--- config.mk ---
export PLATFORM = sky130hd
export DESIGN_NAME = tsp_timer
export DESIGN_NICKNAME = d
export VERILOG_FILES = /design/src/rtl/tsp_pkg.sv /design/src/rtl/tsp_pin_edge.sv /design/src/rtl/tsp_prescaler.sv /design/src/rtl/tsp_tick_sync.sv /design/src/rtl/tsp_timer.sv
export SDC_FILE = /design/constraint.sdc
export NUM_CORES = 1
export LEC_CHECK = 0
export ABC_AREA = 1
export BUFFER_PORTS_ARGS = -buffer_cell sky130_fd_sc_hd__buf_2
export CORE_ASPECT_RATIO = 0.6
export CORE_MARGIN = 5
export CORE_UTILIZATION = 51
export CTS_BUF_LIST = sky130_fd_sc_hd__clkbuf_4 sky130_fd_sc_hd__clkbuf_8
export DETAILED_ROUTE_END_ITERATION = 10
export GPL_ROUTABILITY_DRIVEN = 0
export PLACE_DENSITY = 0.77
export SLEW_MARGIN = 10
export SYNTH_ARGS = -nofsm -noshare
export SYNTH_HDL_FRONTEND = slang
export SYNTH_HIERARCHICAL = 1
export SYNTH_SLANG_ARGS = --single-unit
--- constraint.sdc ---
create_clock -name clk -period 2.7 [get_ports clk]
set_input_delay 0.54 -clock clk [delete_from_list [all_inputs] [get_ports clk]]
set_output_delay 0.54 -clock clk [all_outputs]
set_load 0.02 [all_outputs]
--- src/rtl/tsp_pkg.sv ---
package tsp_pkg;
  localparam int RATIO_W = 3;

  typedef struct packed {
    logic               src_ext;
    logic               edge_fall;
    logic               pre_wdt;
    logic [RATIO_W-1:0] ratio;
  } tsp_opt_t;

  localparam int OPT_W = $bits(tsp_opt_t);
  localparam tsp_opt_t OPT_RESET = '{src_ext: 1'b1, edge_fall: 1'b1,
                                     pre_wdt: 1'b1, ratio: '1};
endpackage

--- src/rtl/tsp_pin_edge.sv ---
module tsp_pin_edge #(
  parameter int STAGES = 2
) (
  input  logic clk,
  input  logic rst_n,
  input  logic pin,
  input  logic fall,
  output logic edge_o
);
  logic [STAGES-1:0] sync_q;
  logic              last_q;

  for (genvar i = 0; i < STAGES; i++) begin : g_sync
    always_ff @(posedge clk or negedge rst_n) begin
      if (!rst_n) sync_q[i] <= 1'b0;
      else if (i == 0) sync_q[i] <= pin;
      else sync_q[i] <= sync_q[(i > 0) ? i - 1 : 0];
    end
  end

  always_ff @(posedge clk or negedge rst_n) begin
    if (!rst_n) last_q <= 1'b0;
    else last_q <= sync_q[STAGES-1];
  end

  assign edge_o = fall ? (last_q & ~sync_q[STAGES-1])
                       : (~last_q & sync_q[STAGES-1]);
endmodule

--- src/rtl/tsp_prescaler.sv ---
module tsp_prescaler #(
  parameter int PRE_W   = 8,
  parameter int RATIO_W = 3
) (
  input  logic               clk,
  input  logic               rst_n,
  input  logic               clr,
  input  logic               adv,
  input  logic               to_wdt,
  input  logic [RATIO_W-1:0] ratio,
  output logic               hit
);
  localparam int SH_W = RATIO_W + 1;

  logic [PRE_W-1:0] pre_q;
  logic [PRE_W-1:0] mask;
  logic [SH_W-1:0]  shift;

  // Timer side divides by 2^(ratio+1), watchdog side by 2^ratio.
  assign shift = {1'b0, ratio} + {{RATIO_W{1'b0}}, ~to_wdt};
  assign mask  = ~({PRE_W{1'b1}} << shift);
  assign hit   = adv & ((pre_q & mask) == mask);

  always_ff @(posedge clk or negedge rst_n) begin
    if (!rst_n) pre_q <= '0;
    else if (clr) pre_q <= '0;
    else if (adv) pre_q <= pre_q + 1'b1;
  end
endmodule

--- src/rtl/tsp_tick_sync.sv ---
module tsp_tick_sync #(
  parameter int HOLD_CYC = 2
) (
  input  logic clk,
  input  logic rst_n,
  input  logic cyc_en,
  input  logic run,
  input  logic ext_mode,
  input  logic evt_in,
  input  logic load,
  output logic inc_o
);
  localparam int HOLD_W = $clog2(HOLD_CYC + 1);

  logic              pend_q;
  logic              stage_q;
  logic [HOLD_W-1:0] hold_q;
  logic              ext_evt;
  logic              inc_raw;

  assign ext_evt = evt_in & ext_mode;
  assign inc_raw = ext_mode ? (cyc_en & stage_q) : evt_in;
  assign inc_o   = run & inc_raw & (hold_q == '0);

  always_ff @(posedge clk or negedge rst_n) begin
    if (!rst_n) begin
      pend_q  <= 1'b0;
      stage_q <= 1'b0;
    end else if (run) begin
      if (cyc_en) begin
        stage_q <= pend_q | ext_evt;
        pend_q  <= 1'b0;
      end else begin
        pend_q  <= pend_q | ext_evt;
      end
    end
  end

  always_ff @(posedge clk or negedge rst_n) begin
    if (!rst_n) hold_q <= '0;
    else if (load) hold_q <= HOLD_W'(HOLD_CYC);
    else if (cyc_en && run && hold_q != '0) hold_q <= hold_q - 1'b1;
  end
endmodule

--- src/rtl/tsp_timer.sv ---
module tsp_timer
  import tsp_pkg::*;
#(
  parameter int CNT_W     = 8,
  parameter int PRE_W     = 8,
  parameter int PIN_SYNC  = 2,
  parameter int HOLD_CYC  = 2
) (
  input  logic             clk,
  input  logic             rst_n,
  input  logic             cyc_en,
  input  logic             sleep,
  input  logic             ext_clk,
  input  logic             wdt_raw,
  input  logic             wr_cnt,
  input  logic             wr_opt,
  input  logic [7:0]       wr_data,
  input  logic             flag_clr,
  output logic [CNT_W-1:0] cnt_q,
  output logic [OPT_W-1:0] opt_q,
  output logic             ovf_flag,
  output logic             wdt_tick
);
  tsp_opt_t   opt_r;
  logic       pin_edge;
  logic       src_evt;
  logic       pre_adv;
  logic       pre_clr;
  logic       pre_hit;
  logic       tmr_evt;
  logic       inc;
  logic       wrap;
  logic [CNT_W-1:0] cnt_r;
  logic       flag_r;

  tsp_pin_edge #(.STAGES(PIN_SYNC)) u_edge (
    .clk(clk), .rst_n(rst_n), .pin(ext_clk),
    .fall(opt_r.edge_fall), .edge_o(pin_edge)
  );

  assign src_evt = opt_r.src_ext ? pin_edge : cyc_en;
  assign pre_adv = opt_r.pre_wdt ? wdt_raw : (src_evt & ~sleep);
  assign pre_clr = (wr_cnt & ~opt_r.pre_wdt) |
                   (wr_opt & (wr_data[3] != opt_r.pre_wdt));

  tsp_prescaler #(.PRE_W(PRE_W), .RATIO_W(RATIO_W)) u_pre (
    .clk(clk), .rst_n(rst_n), .clr(pre_clr), .adv(pre_adv),
    .to_wdt(opt_r.pre_wdt), .ratio(opt_r.ratio), .hit(pre_hit)
  );

  assign tmr_evt  = opt_r.pre_wdt ? (src_evt & ~sleep) : pre_hit;
  assign wdt_tick = opt_r.pre_wdt ? pre_hit : wdt_raw;

  tsp_tick_sync #(.HOLD_CYC(HOLD_CYC)) u_sync (
    .clk(clk), .rst_n(rst_n), .cyc_en(cyc_en), .run(~sleep),
    .ext_mode(opt_r.src_ext), .evt_in(tmr_evt), .load(wr_cnt), .inc_o(inc)
  );

  assign wrap = inc & ~wr_cnt & (&cnt_r);

  always_ff @(posedge clk or negedge rst_n) begin
    if (!rst_n) opt_r <= OPT_RESET;
    else if (wr_opt) opt_r <= tsp_opt_t'(wr_data[OPT_W-1:0]);
  end

  always_ff @(posedge clk or negedge rst_n) begin
    if (!rst_n) cnt_r <= '0;
    else if (wr_cnt) cnt_r <= wr_data[CNT_W-1:0];
    else if (inc) cnt_r <= cnt_r + 1'b1;
  end

  always_ff @(posedge clk or negedge rst_n) begin
    if (!rst_n) flag_r <= 1'b0;
    else if (wrap) flag_r <= 1'b1;
    else if (flag_clr) flag_r <= 1'b0;
  end

  assign cnt_q    = cnt_r;
  assign opt_q    = opt_r;
  assign ovf_flag = flag_r;
endmodule

==> run summary, run 1 <==
DIE AREA: 4722 µm²
cell row count: 16
Layout area overhead: 24.86%
DRC: 0
post-place setup slack: -0.04626 ns
power per standard cell area: 549.1 nW/µm²
Rel. slew slack: 54.97%
core area: 3263 µm²
Post-synth top flop: dfrtp_1
register bit total from synthesis: 30
GR Overflow Total: 0
routed len/inst: 13.74 µm
gate count of the mapped netlist: 233
number of synthesized flops with an enable pin: 0
Setup WS post-layout: -0.02346 ns
final wirelength: 4453 µm
maxcap violations: 0
Mapped Area: 1742 µm²
CP most frequent cell: nand2_1
Initial DRT Pass Iterations: 5
number of I/O pins: 33
Placed Cells: 313
initial antenna violation count: 0
failing checks: negative setup slack
final cell count without fillers: 324
Sink Count: 30
final-report max-slew violation count: 0
status: finished, violations left
Hold Crit Class: in2async
Final Hold Fails: 0
Cell variety after synth: 27
first-pass GRT wire length: 7017 µm
arrival time worst endpoint: 2.18 ns
syn nets: 255
final core utilization: 66.64%
ys async rst share: 100.0%
most frequent cells in the layout: 60 x nand2_1, 33 x inv_1, 31 x buf_2
Syn Area/Cell: 7.475 µm²
vias: 1706
number of antenna diodes: 0
CTS max path bufs: 2
CP peak stage delay: 0.54 ns
placed cell area: 1986 µm²
crit path cell chain: inv_2, ha_4, ha_4, buf_6, nand2_4, nor2_2, nor2_1, nand2_1, nand2_1, nand2_1, nor2_2, nand2_1, nand2_1, buf_6
Worst Path Required: 2.16 ns
CTS Root Cell: clkbuf_8
synthesis warning total: 6
number of vias per cell: 5.265
Max Fanout on Critical Path: 3
register area share after synthesis: 43.53%
CTS tree: done
setup violators final: 1
Setup crit start kind: flop
ANT nets after route: 0
largest net degree at the start of global routing: 31
Final Critical Period: 2.723 ns
final net count: 300
FMAX: 367.2 MHz
most common cell after layout, fill and taps aside: nand2_1
htree depth: 2
Die Y: 55.27 µm
clock-pin slew on the worst setup and hold paths: 0.07 ns
CTS Buf Count: 5
Final period util: 100.9%
I/O Buffers: 32
Setup CP Type: reg2out
Clock Latency Late Sink: 0.28 ns
GRT Overall Usage: 18.67%
measured slew at the worst slew-check pin: 0.6755 ns
crit path max-delay cell type: dfstp_2
die width: 85.45 µm
Final Instance Area: 2175 µm²
Final HPWL DP: 3147 µm
CP endpoint kind: primary output
1st-iter DRT viols: 151
Worst Skew: 0.006577 ns
RSZ-0062 raised after global routing: yes
layout cells sized above 1: 29.03%
Tot Pwr: 1.194 mW
Initial Util: 53.37%
vias in the first global route: 1520
Leak: 1.114 nW
Max IR drop VDD: 0.4026 mV
==> flip-flops by register name, summed over array words and instances (netlist names) <==
| signal | count |
|---|---|
| u_sync/stage_q | 1 |
| u_edge/last_q | 1 |
| ovf_flag | 1 |
| u_sync/hold_q | 2 |
| u_pre/pre_q | 8 |
| opt_q | 6 |
| u_sync/pend_q | 1 |
| u_edge/sync_q | 2 |
| cnt_q | 8 |
==> cells by family (layout without fill, tap and decap cells) <==
group,count (synthesis),count (layout),synth area share [%]
AO/OA/AOI/OAI,35,35,11.71
adder cells (fa/ha/maj),5,5,3.592
buffers and inverters,39,85,8.692
flip-flops,30,30,43.53
multiplexers,4,4,2.586
AND/OR/NAND/NOR,120,120,29.89
==> what timing repair did <==
action	CTS	global route
pin swaps	3	9
resized for setup	7	11
setup endpoints to repair	4	9
setup buffers	0	3
hold buffers	0	0
==> power breakdown <==
part	internal [mW]	total, mW	switching (mW)
sequential	0.490	0.529	0.0391
clock	0.215	0.382	0.167
combinational	0.114	0.283	0.169
total	0.819	1.19	0.375
==> area by class of cell <==
cell class | count | area [µm²]
fill | 271 | 1089
sequential | 30 | 758.2
multi-input combinational | 164 | 883.3
timing repair buffer | 40 | 242.7
tap | 45 | 56.30
inverter | 37 | 138.9
clock buffer | 7 | 90.09
clock inverter | 1 | 5.005
==> path summary, 6_finish.rpt <==
check	slack [ns]	startpoint	depth (start not counted)	endpoint
worst max register to register	0.08	opt_q[3]	19	cnt_q[7]
min in group clk	0.36	u_edge/sync_q[0]	0	u_edge/sync_q[1]
max in group asynchronous	1.97	rst_n	1	u_pre/pre_q[3]
worst max-delay path	-0.02	opt_q[3]	14	wdt_tick
worst min-delay path	0.30	rst_n	1	cnt_q[1]
worst min register to register	0.36	u_edge/sync_q[0]	0	u_edge/sync_q[1]
==> worst max-delay path, delay by kind of cell, from the launching register on <==
family                     cells  cell delay (ns)
adders and majority gates      2             0.38
DFF                            1             0.54
buffers and inverters          3             0.28
and+or+nand+nor                9             0.70
==> synthesized netlist by cell type, drive strengths merged, types with 2 or more instances <==
library cell  number  area share [%]
nand2             64              14
inv               37             8.0
nor2              29             7.4
dfrtp             24              34
nand3             23             6.9
o21ai             15             4.3
a21oi              8             2.3
a22oi              6             2.6
dfstp              6             9.1
ha                 5             3.6
mux2               4             2.6
o21bai             3             1.3
buf                2            0.72
==> metrics by stage <==
stage,TNS [ns],hold slack [ns]
4_1_cts,0,0.3126
6_report,-0.02346,0.3003
3_5_place_dp,-0.1268,0.3485
5_1_grt,-0.4331,0.3543
3_3_place_gp,0,0.3330
2_1_floorplan,0,0.2444
==> metal layers <==
layer | part of all wire [%] | global-route usage [%]
met2 | 44 | 25.88
met4 | 0.27 | 4.515
met3 | 7.3 | 4.903
met1 | 48 | 28.69
met5 | 0 | 0
Power figures use the tool's default switching activity.
==> inputs of run 2 (changes only) <==
- PLACE_DENSITY: 0.77 -> 0.74
- clock period: 2.7 -> 3 ns (I/O delays scaled with it)
==> run 2 against run 1 <==
Net effect:
- the flow now finishes without violations
- sequential power fell by 10%
- worst setup slack improved by 0.13 ns
- critical path depth fell by 2
- global-route usage fell by 0.85 points
- core utilization fell by 3.0 points
- largest cell class unchanged
- highest routed layer unchanged
==> run summary, run 2 (synthesis gave the netlist of run 1 again) <==
die width: 85.45 µm
Clock Latency Late Sink: 0.27 ns
Max Fanout on Critical Path: 5
GRT Overall Usage: 17.82%
power per standard cell area: 495.7 nW/µm²
Rel. slew slack: 56.34%
core area: 3263 µm²
arrival time worst endpoint: 2.30 ns
Worst R2R End: ovf_flag
Initial DRT Pass Iterations: 4
Hold Crit Class: in2async
final-report max-slew violation count: 0
WP buf/inv: 2
vias: 1604
Final Critical Period: 2.897 ns
layout cells sized above 1: 25.64%
crit path max-delay cell type: dfstp_2
Reg2Reg Depth: 17
CTS tree: done
Leak: 1.071 nW
most common cell after layout, fill and taps aside: nand2_1
Final Hold Fails: 0
Final period util: 96.55%
Worst Skew: 0.001728 ns
CTS Buf Count: 5
status: complete, no violations
Worst Path Required: 2.40 ns
crit path cell chain: inv_1, ha_2, ha_4, or2_2, nand2_1, nand2_1, nand2_1, nand2_1, nor2_2, nand2_1, nand2_1, buf_4
setup violators final: 0
number of antenna diodes: 0
GR Overflow Total: 0
Setup crit start kind: flop
CP peak stage delay: 0.56 ns
Sink Count: 30
CTS max path bufs: 2
CP most frequent cell: nand2_1
largest net degree at the start of global routing: 31
CTS Root Cell: clkbuf_8
number of vias per cell: 5.044
most frequent cells in the layout: 61 x nand2_1, 34 x inv_1, 31 x buf_2
maxcap violations: 0
number of I/O pins: 33
CP endpoint kind: primary output
ANT nets after route: 0
Die Y: 55.27 µm
clock-pin slew on the worst setup and hold paths: 0.06 ns
Layout area overhead: 19.32%
first-pass GRT wire length: 6727 µm
initial antenna violation count: 0
I/O Buffers: 32
Final HPWL DP: 3015 µm
final net count: 294
CP delay by family, top: simple AND/OR/NAND/NOR gates
final wirelength: 3936 µm
routed len/inst: 12.38 µm
R2R Path Start: opt_q[3]
Setup CP Type: reg2out
htree depth: 2
Max IR drop VDD: 0.2600 mV
Hold WS: 0.3489 ns
DRC: 0
Initial Util: 53.37%
Tot Pwr: 1.030 mW
vias in the first global route: 1446
measured slew at the worst slew-check pin: 0.6549 ns
FMAX: 345.2 MHz
DIE AREA: 4722 µm²
1st-iter DRT viols: 66
flop-to-flop setup slack: 0.26 ns
cell row count: 16
## run 2: how the worst max path moves through the flow
stage / cells after the start / from / slack (ns) / endpoint
floorplan: 17 / opt_q[3] / 0.27 / cnt_q[7]
global placement: 19 / opt_q[3] / 0.18 / cnt_q[7]
detailed placement: 17 / opt_q[3] / 0.07 / ovf_flag
CTS: 10 / opt_q[3] / 0.05 / wdt_tick
global route: 12 / opt_q[3] / -0.006 / wdt_tick
finish: 12 / opt_q[3] / 0.10 / wdt_tick
## run 2: metal layers
metal	GRT usage [%]	vias to the layer above	share of wire [%]
met5	0	-	0
met2	23.12	46	38
met3	5.349	7	7.1
met1	27.62	726	53
li1	-	825	-
met4	5.869	0	1.4
## run 2: report_power, final
| part | internal [mW] | total [mW] | switching [mW] |
|---|---|---|---|
| combinational | 0.0822 | 0.218 | 0.136 |
| clock | 0.194 | 0.337 | 0.143 |
| sequential | 0.441 | 0.475 | 0.0346 |
| total | 0.717 | 1.03 | 0.314 |
## run 2: cell type report
type | count | area (µm²)
clock buffer | 7 | 90.09
tap | 45 | 56.30
clock inverter | 1 | 5.005
multi-input combinational | 164 | 852.1
sequential | 30 | 758.2
fill | 292 | 1185
timing repair buffer | 34 | 177.7
inverter | 37 | 138.9
## run 2: timing repair
item / CTS / global route
pin swaps: 0 / 1
gates cloned: 0 / 0
hold buffers: 0 / 0
gates resized for setup: 3 / 2
setup endpoints to repair: 1 / 5
buffers inserted: 0 / 1
## run 2: through the flow
step,cells,utilization (%),worst slack [ns],TNS [ns],area (µm²)
floorplan,233,-,0.2749,0,1742
CTS,317,63.31,0.05231,0,2066
finish,318,63.69,0.1034,0,2078
detailed placement,309,59.85,0.07274,0,1953
global route,318,63.69,-0.005806,-0.005806,2078
global placement,309,59.85,0.1839,0,1953
